## src/rtl/acc_pkg.sv

```systemverilog
package acc_pkg;

  // Opcode values (bits 15:12 of an instruction word)
  localparam logic [3:0] OPC_HALT  = 4'h0;
  localparam logic [3:0] OPC_LOAD  = 4'h1;
  localparam logic [3:0] OPC_STORE = 4'h2;
  localparam logic [3:0] OPC_ADD   = 4'h5;
  localparam logic [3:0] OPC_JUMP  = 4'h8;
  localparam logic [3:0] OPC_RETI  = 4'h9;

  typedef enum logic [3:0] {
    ST_F0, ST_F1, ST_F2, ST_F3,
    ST_EXEC, ST_MEM1, ST_MEM2,
    ST_RET1, ST_RET2, ST_RET3,
    ST_INTCHK, ST_SAVE0, ST_SAVE1,
    ST_HALT
  } cpuState_e;

  typedef enum logic [1:0] {
    ADR_MAR     = 2'd0,
    ADR_PCSLOT  = 2'd1,
    ADR_ACCSLOT = 2'd2
  } addrSel_e;

  typedef struct packed {
    logic     marLdPc;
    logic     marLdMbr;
    logic     pcInc;
    logic     pcLdMar;
    logic     pcLdMbr;
    logic     pcLdVec;
    logic     mbrLd;
    logic     irLd;
    logic     accLdMbr;
    logic     accAddMbr;
    logic     memWe;
    logic     wdPc;
    addrSel_e addrSel;
  } ctrlStrobe_t;

endpackage

```

## src/rtl/acc_dpath.sv

```systemverilog
module acc_dpath
  import acc_pkg::*;
#(
  parameter int DATA_W   = 16,
  parameter int ADDR_W   = 12,
  parameter int PC_SLOT  = 0,
  parameter int ACC_SLOT = 1,
  parameter int VEC_ADDR = 16
) (
  input  logic                     clk,
  input  logic                     rst,
  input  ctrlStrobe_t              st,
  input  logic [DATA_W-1:0]        memRdata,
  output logic [ADDR_W-1:0]        memAddr,
  output logic [DATA_W-1:0]        memWdata,
  output logic [DATA_W-ADDR_W-1:0] irOp
);

  localparam int OP_W = DATA_W - ADDR_W;

  logic [ADDR_W-1:0] pc;
  logic [ADDR_W-1:0] mar;
  logic [DATA_W-1:0] mbr;
  logic [DATA_W-1:0] acc;

  always_ff @(posedge clk) begin
    if (rst) begin
      pc   <= '0;
      mar  <= '0;
      mbr  <= '0;
      acc  <= '0;
      irOp <= '0;
    end else begin
      if (st.marLdPc)       mar <= pc;
      else if (st.marLdMbr) mar <= mbr[ADDR_W-1:0];

      if (st.pcInc)        pc <= pc + 1'b1;
      else if (st.pcLdMar) pc <= mar;
      else if (st.pcLdMbr) pc <= mbr[ADDR_W-1:0];
      else if (st.pcLdVec) pc <= ADDR_W'(VEC_ADDR);

      if (st.mbrLd) mbr  <= memRdata;
      if (st.irLd)  irOp <= mbr[DATA_W-1:ADDR_W];

      if (st.accLdMbr)       acc <= mbr;
      else if (st.accAddMbr) acc <= acc + mbr;
    end
  end

  always_comb begin
    case (st.addrSel)
      ADR_PCSLOT:  memAddr = ADDR_W'(PC_SLOT);
      ADR_ACCSLOT: memAddr = ADDR_W'(ACC_SLOT);
      default:     memAddr = mar;
    endcase
  end

  assign memWdata = st.wdPc ? {{OP_W{1'b0}}, pc} : acc;

  AST_PC_ONE_SOURCE: assert property (@(posedge clk) disable iff (rst)
    $onehot0({st.pcInc, st.pcLdMar, st.pcLdMbr, st.pcLdVec}));

  AST_PC_STEP: assert property (@(posedge clk) disable iff (rst)
    st.pcInc |=> pc == ADDR_W'($past(pc) + 1'b1));

endmodule

```

## src/rtl/acc_ctrl.sv

```systemverilog
module acc_ctrl
  import acc_pkg::*;
#(
  parameter int OP_W = 4
) (
  input  logic            clk,
  input  logic            rst,
  input  logic [OP_W-1:0] irOp,
  input  logic            irqReq,
  output ctrlStrobe_t     st,
  output logic            irqAck
);

  cpuState_e state, nxt;
  logic      intMask;
  logic      takeIrq;

  assign takeIrq = (state == ST_INTCHK) && irqReq && !intMask;

  always_comb begin
    st  = '0;
    nxt = state;
    case (state)
      ST_F0: begin st.marLdPc = 1'b1; nxt = ST_F1; end
      ST_F1: begin st.pcInc = 1'b1; st.addrSel = ADR_MAR; nxt = ST_F2; end
      ST_F2: begin st.mbrLd = 1'b1; nxt = ST_F3; end
      ST_F3: begin st.irLd = 1'b1; st.marLdMbr = 1'b1; nxt = ST_EXEC; end
      ST_EXEC: begin
        case (irOp)
          OP_W'(OPC_LOAD), OP_W'(OPC_ADD): begin
            st.addrSel = ADR_MAR;
            nxt        = ST_MEM1;
          end
          OP_W'(OPC_STORE): begin
            st.memWe = 1'b1;
            nxt      = ST_INTCHK;
          end
          OP_W'(OPC_JUMP): begin
            st.pcLdMar = 1'b1;
            nxt        = ST_INTCHK;
          end
          OP_W'(OPC_RETI): begin
            st.addrSel = ADR_PCSLOT;
            nxt        = ST_RET1;
          end
          OP_W'(OPC_HALT): nxt = ST_HALT;
          default:         nxt = ST_INTCHK;
        endcase
      end
      ST_MEM1: begin st.mbrLd = 1'b1; nxt = ST_MEM2; end
      ST_MEM2: begin
        if (irOp == OP_W'(OPC_ADD)) st.accAddMbr = 1'b1;
        else                        st.accLdMbr  = 1'b1;
        nxt = ST_INTCHK;
      end
      ST_RET1: begin st.addrSel = ADR_ACCSLOT; st.mbrLd = 1'b1; nxt = ST_RET2; end
      ST_RET2: begin st.mbrLd = 1'b1; st.pcLdMbr = 1'b1; nxt = ST_RET3; end
      ST_RET3: begin st.accLdMbr = 1'b1; nxt = ST_INTCHK; end
      ST_INTCHK: nxt = takeIrq ? ST_SAVE0 : ST_F0;
      ST_SAVE0: begin
        st.addrSel = ADR_PCSLOT;
        st.memWe   = 1'b1;
        st.wdPc    = 1'b1;
        nxt        = ST_SAVE1;
      end
      ST_SAVE1: begin
        st.addrSel = ADR_ACCSLOT;
        st.memWe   = 1'b1;
        st.pcLdVec = 1'b1;
        nxt        = ST_F0;
      end
      ST_HALT: nxt = ST_HALT;
      default: nxt = ST_F0;
    endcase
  end

  always_ff @(posedge clk) begin
    if (rst) begin
      state   <= ST_F0;
      intMask <= 1'b0;
    end else begin
      state <= nxt;
      if (takeIrq)                intMask <= 1'b1;
      else if (state == ST_RET3)  intMask <= 1'b0;
    end
  end

  assign irqAck = (state == ST_SAVE0);

  AST_ACK_UNMASKED: assert property (@(posedge clk) disable iff (rst)
    irqAck |-> $past(irqReq && !intMask));

  AST_HALT_QUIET: assert property (@(posedge clk) disable iff (rst)
    (state == ST_HALT) |-> (!st.memWe && !irqAck));

  AST_HALT_STICKY: assert property (@(posedge clk) disable iff (rst)
    (state == ST_HALT) |=> (state == ST_HALT));

endmodule

```

## src/rtl/acc_cpu.sv

```systemverilog
module acc_cpu
  import acc_pkg::*;
#(
  parameter int DATA_W   = 16,
  parameter int ADDR_W   = 12,
  parameter int PC_SLOT  = 0,
  parameter int ACC_SLOT = 1,
  parameter int VEC_ADDR = 16
) (
  input  logic              clk,
  input  logic              rst,
  output logic [ADDR_W-1:0] memAddr,
  output logic [DATA_W-1:0] memWdata,
  input  logic [DATA_W-1:0] memRdata,
  output logic              memWe,
  input  logic              irqReq,
  output logic              irqAck
);

  localparam int OP_W = DATA_W - ADDR_W;

  ctrlStrobe_t     strobes;
  logic [OP_W-1:0] irOp;

  acc_ctrl #(.OP_W(OP_W)) ctrl_i (
    .clk    (clk),
    .rst    (rst),
    .irOp   (irOp),
    .irqReq (irqReq),
    .st     (strobes),
    .irqAck (irqAck)
  );

  acc_dpath #(
    .DATA_W   (DATA_W),
    .ADDR_W   (ADDR_W),
    .PC_SLOT  (PC_SLOT),
    .ACC_SLOT (ACC_SLOT),
    .VEC_ADDR (VEC_ADDR)
  ) dpath_i (
    .clk      (clk),
    .rst      (rst),
    .st       (strobes),
    .memRdata (memRdata),
    .memAddr  (memAddr),
    .memWdata (memWdata),
    .irOp     (irOp)
  );

  assign memWe = strobes.memWe;

  AST_ACK_SAVES_PC: assert property (@(posedge clk) disable iff (rst)
    irqAck |-> (memWe && memAddr == ADDR_W'(PC_SLOT)));

  AST_ACC_SAVE_NEXT: assert property (@(posedge clk) disable iff (rst)
    irqAck |=> (memWe && memAddr == ADDR_W'(ACC_SLOT)));

  AST_VECTOR_FETCH: assert property (@(posedge clk) disable iff (rst)
    $past(irqAck, 3) |-> (memAddr == ADDR_W'(VEC_ADDR)));

endmodule

```

## config.mk

```make
export PLATFORM = sky130hd
export DESIGN_NAME = acc_cpu
export DESIGN_NICKNAME = d
export VERILOG_FILES = /design/src/rtl/acc_pkg.sv /design/src/rtl/acc_dpath.sv /design/src/rtl/acc_ctrl.sv /design/src/rtl/acc_cpu.sv
export SDC_FILE = /design/constraint.sdc
export NUM_CORES = 1
export LEC_CHECK = 0
export CAP_MARGIN = 20
export CORE_AREA = 2 2 71 107
export DETAILED_ROUTE_END_ITERATION = 12
export DIE_AREA = 0 0 73 109
export GPL_TIMING_DRIVEN = 1
export MAX_ROUTING_LAYER = met4
export PLACE_DENSITY_LB_ADDON = 0.15
export SLEW_MARGIN = 20
export SYNTH_ARGS = -nofsm -noshare
export SYNTH_HDL_FRONTEND = slang
export SYNTH_SLANG_ARGS = --single-unit
```

## constraint.sdc

```tcl
create_clock -name clk -period 5.6 [get_ports clk]
set_clock_uncertainty 0.05 [all_clocks]
set_input_delay 1.12 -clock clk [delete_from_list [all_inputs] [get_ports clk]]
set_output_delay 1.12 -clock clk [all_outputs]
set_load 0.02 [all_outputs]
```

==> impl_metrics.csv, run 1 <==
group,metric,value,unit
worst_setup_path,ff2ff_setup_slack,2.69,ns
global_route,overflow,0,
detailed_routing,vias_per_cell,6.26,
placed_design,hpwlAfterDp,7870,um
sta,fmax,217,MHz
synthesis,ys_types,62,
clocking,postCtsSetupBuffers,0,
clocking,clock_latency,0.35,ns
clocking,numCtsBuffers,9,
final_layout,layout_commonest_cell,"nor2_1",
worst_setup_path,cp-end-kind,"output pin",
synthesis,synth_warnings,0,
final_layout,utilization,68.7,%
worst_setup_path,slowest_stage,"dfxtp_1",
worst_setup_path,worstPathArrival,3.44,ns
clocking,cts_num_sinks,65,
global_route,antenna_found_initial,0,
outcome,status,"complete, no violations",
floorplanning,dieArea,7960,um2
worst_setup_path,worstPathRequired,4.43,ns
synthesis,synth_fp_nets,563,
synthesis,seq_area_frac_synth,31.4,%
synthesis,synthArstFlopShare,0,%
clocking,cts_tree,"yes",
synthesis,synth_edf_count,0,
detailed_routing,initialDrtViolationCount,368,
synthesis,synth_flop_cell,"dfxtp_1",
sta,rsz0062_at_grt,"false",
final_layout,drive_gt1_share,7.27,%
floorplanning,initial_core_util,58.6,%
sta,fin_setup_tns,0,ns
power,ir_drop,0.176,mV
worst_setup_path,worstRegToRegCells,5,
detailed_routing,wire_per_inst,17.3,um
final_layout,syn_to_final_growth,17.2,%
final_layout,diodes,0,
sta,post-route-period-util,82.4,%
synthesis,syn_area,4150,um2
clocking,clock_path_buffers,2,
floorplanning,dieHeight,109,um
floorplanning,coreArea,7080,um2
sta,min_period,4.61,ns
worst_setup_path,worst_setup_path_start_kind,"flip-flop",
worst_setup_path,cp-endpoint,"memAddr[0]",
sta,final_max_slew_viol_count,0,
floorplanning,io_pins,49,
power,power.leakage,0.00192,uW
global_route,grt_pass1_vias,3783,
detailed_routing,via_count,4031,
placed_design,gp_congestion,0.927,
clocking,hold_buffers,0,
final_layout,nets,596,
placed_design,port_buffers,48,
synthesis,ys_ff_latch,65,
global_route,grt_pass1_wl,18600,um
floorplanning,die_x,73,um
global_route,grt_max_degree,59,
detailed_routing,drt_wl_total,11200,um
clocking,cts_resized,0,
clocking,clkTransAtPathRegs,0.07,ns
floorplanning,rows,38,
worst_setup_path,timing.rr.start,"ctrl_i.state[2]$_SDFF_PP0_",
detailed_routing,antenna_left,0,
sta,relSlewSlack,45.0,%
synthesis,synth_cells,526,
worst_setup_path,max_stage_delay,0.71,ns
worst_setup_path,path_class,"reg2out",
synthesis,synth.avg_cell_area,7.89,um2
clocking,cts_max_level,3,
detailed_routing,drcViolationCount,0,
clocking,cts-root-buf,"clkbuf_8",
sta,setup_viol,0,
worst_setup_path,path_cells,"or4b_1 > nor3_1 > nor2_1 > ha_1 > mux2_2 > clkdlybuf4s50_1",
run,drv_cap,0,
worst_setup_path,critPathMaxFanout,18,
worst_setup_path,rr_endpoint,"dpath_i.pc[10]$_SDFFE_PP0P_",
power,powerDensity,294,nW/um2
sta,hold_viol,0,
detailed_routing,drt_pass1_iterations,5,
final_layout,layout_common_cells,"nor2_1 (76), nand2_1 (66), dfxtp_1 (65), clkdlybuf4s50_1 (47), mux2i_1 (33)",
sta,worst_pin_slew,0.820,ns
worst_setup_path,startpoint,"ctrl_i.state[2]$_SDFF_PP0_",
worst_hold_path,hold_class,"reg2reg",
global_route,grt_usage,30.9,%
## cell type report
| cell class | count | area (um2) |
|---|---|---|
| clock buffers | 12 | 165 |
| repair buffers | 55 | 528 |
| flip-flops and latches | 65 | 1300 |
| multi-input cells | 421 | 2690 |
| well taps | 80 | 100 |
| inverters | 7 | 26.3 |
| fillers | 614 | 2220 |
| clock inverters | 4 | 50.0 |
## cell families (layout without fill, tap and decap cells)
logic type	count (synthesis)	count (layout)	share of synthesized area [%]
AND/OR/NAND/NOR	225	225	26.2
flip-flops	65	65	31.4
XOR/XNOR	13	13	2.74
multiplexers	36	36	8.77
AO/OA/AOI/OAI	128	128	21.1
buffers and inverters	40	78	3.95
adder cells (fa/ha/maj)	19	19	5.85
## registers in the layout (all words and copies together) (netlist names)
register,cells
ctrl_i.state,4
ctrl_i.intMask,1
dpath_i.irOp,4
dpath_i.mar,12
dpath_i.acc,16
dpath_i.pc,12
dpath_i.mbr,16
## metrics by stage
stage          setup WS [ns]  std cells  hold WS [ns]  power (uW)  area (um2)
2_1_floorplan           1.89        526         0.399         866        4150
3_3_place_gp            1.47        628         0.427         987        4650
3_5_place_dp            1.41        628         0.444        1000        4650
4_1_cts                0.998        644         0.455        1430        4860
5_1_grt                0.819        644         0.503        1510        4860
6_report               0.986        644         0.454        1430        4860
## routing by layer
layer / routed length [um] / part of all wire, % / vias up / global-route usage, %
li1: - / - / 1973 / -
met3: 455 / 4.1 / 29 / 4.44
met2: 5550 / 50 / 126 / 49.9
met4: 293 / 2.6 / 0 / 13.6
met1: 4860 / 44 / 1903 / 38.0
met5: 0 / 0 / - / -
## synthesized netlist by cell type (9+ instances only)
| cell | count | area (um2) |
|---|---|---|
| nor3_1 | 9 | 45.0 |
| nand2_1 | 66 | 248 |
| and3_1 | 10 | 62.6 |
| clkbuf_1 | 25 | 93.8 |
| a31oi_1 | 9 | 56.3 |
| nor2_1 | 76 | 285 |
| a21oi_1 | 32 | 160 |
| mux2i_1 | 33 | 330 |
| and2_1 | 17 | 106 |
| dfxtp_1 | 65 | 1300 |
| nand3_1 | 13 | 65.1 |
| ha_1 | 17 | 213 |
| a211oi_1 | 16 | 120 |
| o21ai_0 | 21 | 105 |
## where the power goes
group | switching [uW] | internal, uW | total [uW]
sequential | 81.5 | 514 | 596
combinational | 218 | 181 | 399
clock | 196 | 241 | 438
## critical path: cells and delay by family, from the launching register on
kind	cells	cell delay, ns
AND/OR/NAND/NOR	3	0.97
flip-flops	1	0.71
buffers and inverters	1	0.53
adder cells (fa/ha/maj)	1	0.51
multiplexers	1	0.38
## worst min-delay path by stage
| stage | startpoint | endpoint | slack, ns | depth (start not counted) |
|---|---|---|---|---|
| global route | dpath_i.acc[2]$_SDFFE_PP0P_ | dpath_i.acc[2]$_SDFFE_PP0P_ | 0.50 | 2 |
| detailed placement | dpath_i.acc[2]$_SDFFE_PP0P_ | dpath_i.acc[2]$_SDFFE_PP0P_ | 0.44 | 2 |
| finish | dpath_i.acc[2]$_SDFFE_PP0P_ | dpath_i.acc[2]$_SDFFE_PP0P_ | 0.45 | 2 |
| floorplan | dpath_i.acc[2]$_SDFFE_PP0P_ | dpath_i.acc[2]$_SDFFE_PP0P_ | 0.40 | 2 |
| global placement | dpath_i.acc[2]$_SDFFE_PP0P_ | dpath_i.acc[2]$_SDFFE_PP0P_ | 0.43 | 2 |
| CTS | dpath_i.acc[2]$_SDFFE_PP0P_ | dpath_i.acc[2]$_SDFFE_PP0P_ | 0.45 | 2 |
Note: power is estimated with default switching activity, not from simulation.
==> run 2: changes to the inputs <==
--- a/config.mk
+++ b/config.mk
@@ -6,9 +6,9 @@
 export NUM_CORES = 1
 export LEC_CHECK = 0
 export CAP_MARGIN = 20
-export CORE_AREA = 2 2 71 107
+export CORE_AREA = 2 2 77 116
 export DETAILED_ROUTE_END_ITERATION = 12
-export DIE_AREA = 0 0 73 109
+export DIE_AREA = 0 0 79 118
 export GPL_TIMING_DRIVEN = 1
 export MAX_ROUTING_LAYER = met4
 export PLACE_DENSITY_LB_ADDON = 0.15
==> constraint.sdc (replaced) <==
create_clock -name clk -period 3.7 [get_ports clk]
set_clock_uncertainty 0.05 [all_clocks]
set_input_delay 0.74 -clock clk [delete_from_list [all_inputs] [get_ports clk]]
set_output_delay 0.74 -clock clk [all_outputs]
set_load 0.02 [all_outputs]
==> run 2 against run 1 <==
Die area grew 17%; via count decreased by 0.37%; largest cell class unchanged; utilization decreased by 7.9 points; routed wire length rose by 3.1%; final area rose by 3.8%; clock power is 110% higher; combinational power increased by 60%; cell count grew 5.0%.
==> impl_metrics.csv, run 2 (synthesis results as in run 1) <==
group,metric,value,unit
clocking,postCtsSetupBuffers,0,
run,drv_cap,0,
sta,setup_viol,0,
worst_setup_path,timing.rr.start,"dpath_i.mbr[0]$_SDFFE_PP0P_",
power,power.leakage,0.00200,uW
detailed_routing,drt_wl_total,11500,um
global_route,grt_usage,26.2,%
global_route,grt_max_degree,58,
global_route,overflow,0,
final_layout,syn_to_final_growth,21.7,%
sta,min_period,3.54,ns
floorplanning,rows,41,
power,seqPwrFrac,35.8,%
worst_setup_path,ff2ff_setup_slack,1.01,ns
clocking,cts_num_sinks,65,
sta,fmax,283,MHz
power,switchingPower,775,uW
placed_design,dp_worst_setup_slack,0.432,ns
final_layout,reg.largest.list,"dpath_i.acc: 16 flops, dpath_i.mbr: 16 flops",
final_layout,nets,601,
power,p_sw_share,31.7,%
detailed_routing,drt_pass1_iterations,4,
floorplanning,dieArea,9320,um2
clocking,cts_resized,0,
final_layout,diodes,0,
clocking,clkTransAtPathRegs,0.05,ns
worst_setup_path,path_class,"reg2out",
worst_setup_path,path_cells,"or4b_4 > nor3_1 > nor2_1 > ha_1 > buf_4 > and2_1 > clkdlybuf4s50_1",
worst_hold_path,hold_class,"reg2reg",
clocking,cts_tree,"yes",
global_route,grt_pass1_vias,3837,
worst_hold_path,min_to,"dpath_i.acc[2]$_SDFFE_PP0P_",
clocking,hold_buffers,0,
detailed_routing,drcViolationCount,0,
global_route,grt_pass1_wl,18800,um
final_layout,instances_no_fill,676,
outcome,status,"complete, no violations",
clocking,numCtsBuffers,9,
power,powerDensity,484,nW/um2
detailed_routing,initialDrtViolationCount,234,
worst_setup_path,worstRegToRegCells,8,
clocking,cts_max_level,3,
floorplanning,coreArea,8310,um2
final_layout,layout_commonest_cell,"nor2_1",
floorplanning,io_pins,49,
power,ir_drop,0.346,mV
worst_hold_path,worstHoldStart,"dpath_i.acc[2]$_SDFFE_PP0P_",
sta,hold_viol,0,
detailed_routing,wire_per_inst,17.0,um
detailed_routing,vias_per_cell,5.94,
detailed_routing,via_count,4016,
sta,post-route-period-util,95.6,%
placed_design,dp.cells,660,
sta,final_max_slew_viol_count,0,
worst_setup_path,slowest_stage,"clkdlybuf4s50_1",
placed_design,hpwlAfterDp,8020,um
power,p_comb_share,26.2,%
worst_setup_path,critPathMaxFanout,11,
sta,worst_pin_slew,0.878,ns
floorplanning,initial_core_util,49.9,%
clocking,clock_latency,0.34,ns
final_layout,layout_common_cells,"nor2_1 (76), nand2_1 (66), dfxtp_1 (65), clkdlybuf4s50_1 (47), mux2i_1 (33)",
worst_hold_path,holdPathStages,2,
worst_setup_path,worst_setup_path_start_kind,"flip-flop",
worst_setup_path,cp-end-kind,"output pin",
placed_design,gp_congestion,0.988,
floorplanning,die_x,79,um
sta,timing.final.ws_setup,0.161,ns
worst_setup_path,worstPathRequired,2.91,ns
clocking,clock_path_buffers,2,
worst_setup_path,rr_endpoint,"dpath_i.acc[8]$_SDFFE_PP0P_",
worst_setup_path,max_stage_delay,0.59,ns
floorplanning,dieHeight,118,um
final_layout,drive_gt1_share,8.26,%
power,power.clock.fraction,38.0,%
final_layout,utilization,60.8,%
sta,fin_setup_tns,0,ns
power,p_int,1670,uW
global_route,antenna_found_initial,0,
detailed_routing,antenna_left,0,
clocking,cts-root-buf,"clkbuf_16",
final_layout,fill_cells,764,
worst_setup_path,worstPathArrival,2.75,ns
sta,relSlewSlack,41.1,%
placed_design,port_buffers,48,
## run 2: worst max path at each step
stage,start,endpoint,slack [ns],depth (start not counted)
after global routing,ctrl_i.state[0]$_SDFF_PP0_,memAddr[10],-0.001,7
after CTS,ctrl_i.state[0]$_SDFF_PP0_,memAddr[10],0.06,7
final,ctrl_i.state[0]$_SDFF_PP0_,memAddr[10],0.16,7
after detailed placement,ctrl_i.state[0]$_SDFF_PP0_,memAddr[10],0.43,7
after floorplan,ctrl_i.state[3]$_SDFF_PP0_,memAddr[11],0.37,10
after global placement,ctrl_i.state[0]$_SDFF_PP0_,memAddr[5],0.46,7
## run 2: layout make-up
cell class | count | area (um2) | area share [%]
clock buffer | 11 | 243 | 4.81
tap | 107 | 134 | 2.65
multi-input combinational | 421 | 2700 | 53.5
clock inverter | 5 | 78.8 | 1.56
timing repair buffer | 60 | 566 | 11.2
inverter | 7 | 26.3 | 0.520
sequential | 65 | 1300 | 25.8
## run 2: metrics by stage
stage / area (um2) / total power, uW / hold slack [ns]
detailed placement: 4730 / 1520 / 0.429
floorplan: 4150 / 1310 / 0.399
finish: 5050 / 2440 / 0.432
global route: 5050 / 2560 / 0.466
global placement: 4730 / 1510 / 0.411
CTS: 5050 / 2450 / 0.436
## run 2: per-layer routing
metal | routed length, um | share of wire [%] | track usage [%] | up-vias
li1 | - | - | - | 1981
met1 | 5040 | 44 | 32.5 | 1925
met2 | 5760 | 50 | 42.4 | 90
met3 | 444 | 3.9 | 4.60 | 20
met4 | 256 | 2.2 | 9.48 | 0
met5 | 0 | 0 | - | -
## run 2: power groups by stage
stage          clock network [uW]  registers (uW)  logic, uW
2_1_floorplan                   0             847        463
3_3_place_gp                    0             886        626
3_5_place_dp                    0             887        637
4_1_cts                       940             873        641
5_1_grt                       971             888        702
6_report                      928             875        640
## run 2: critical path, delay by kind of cell, from the launching register on
kind	cells	cell delay, ns
DFF	1	0.31
buffers and inverters	2	0.77
and+or+nand+nor	4	1.01
adders and majority gates	1	0.31
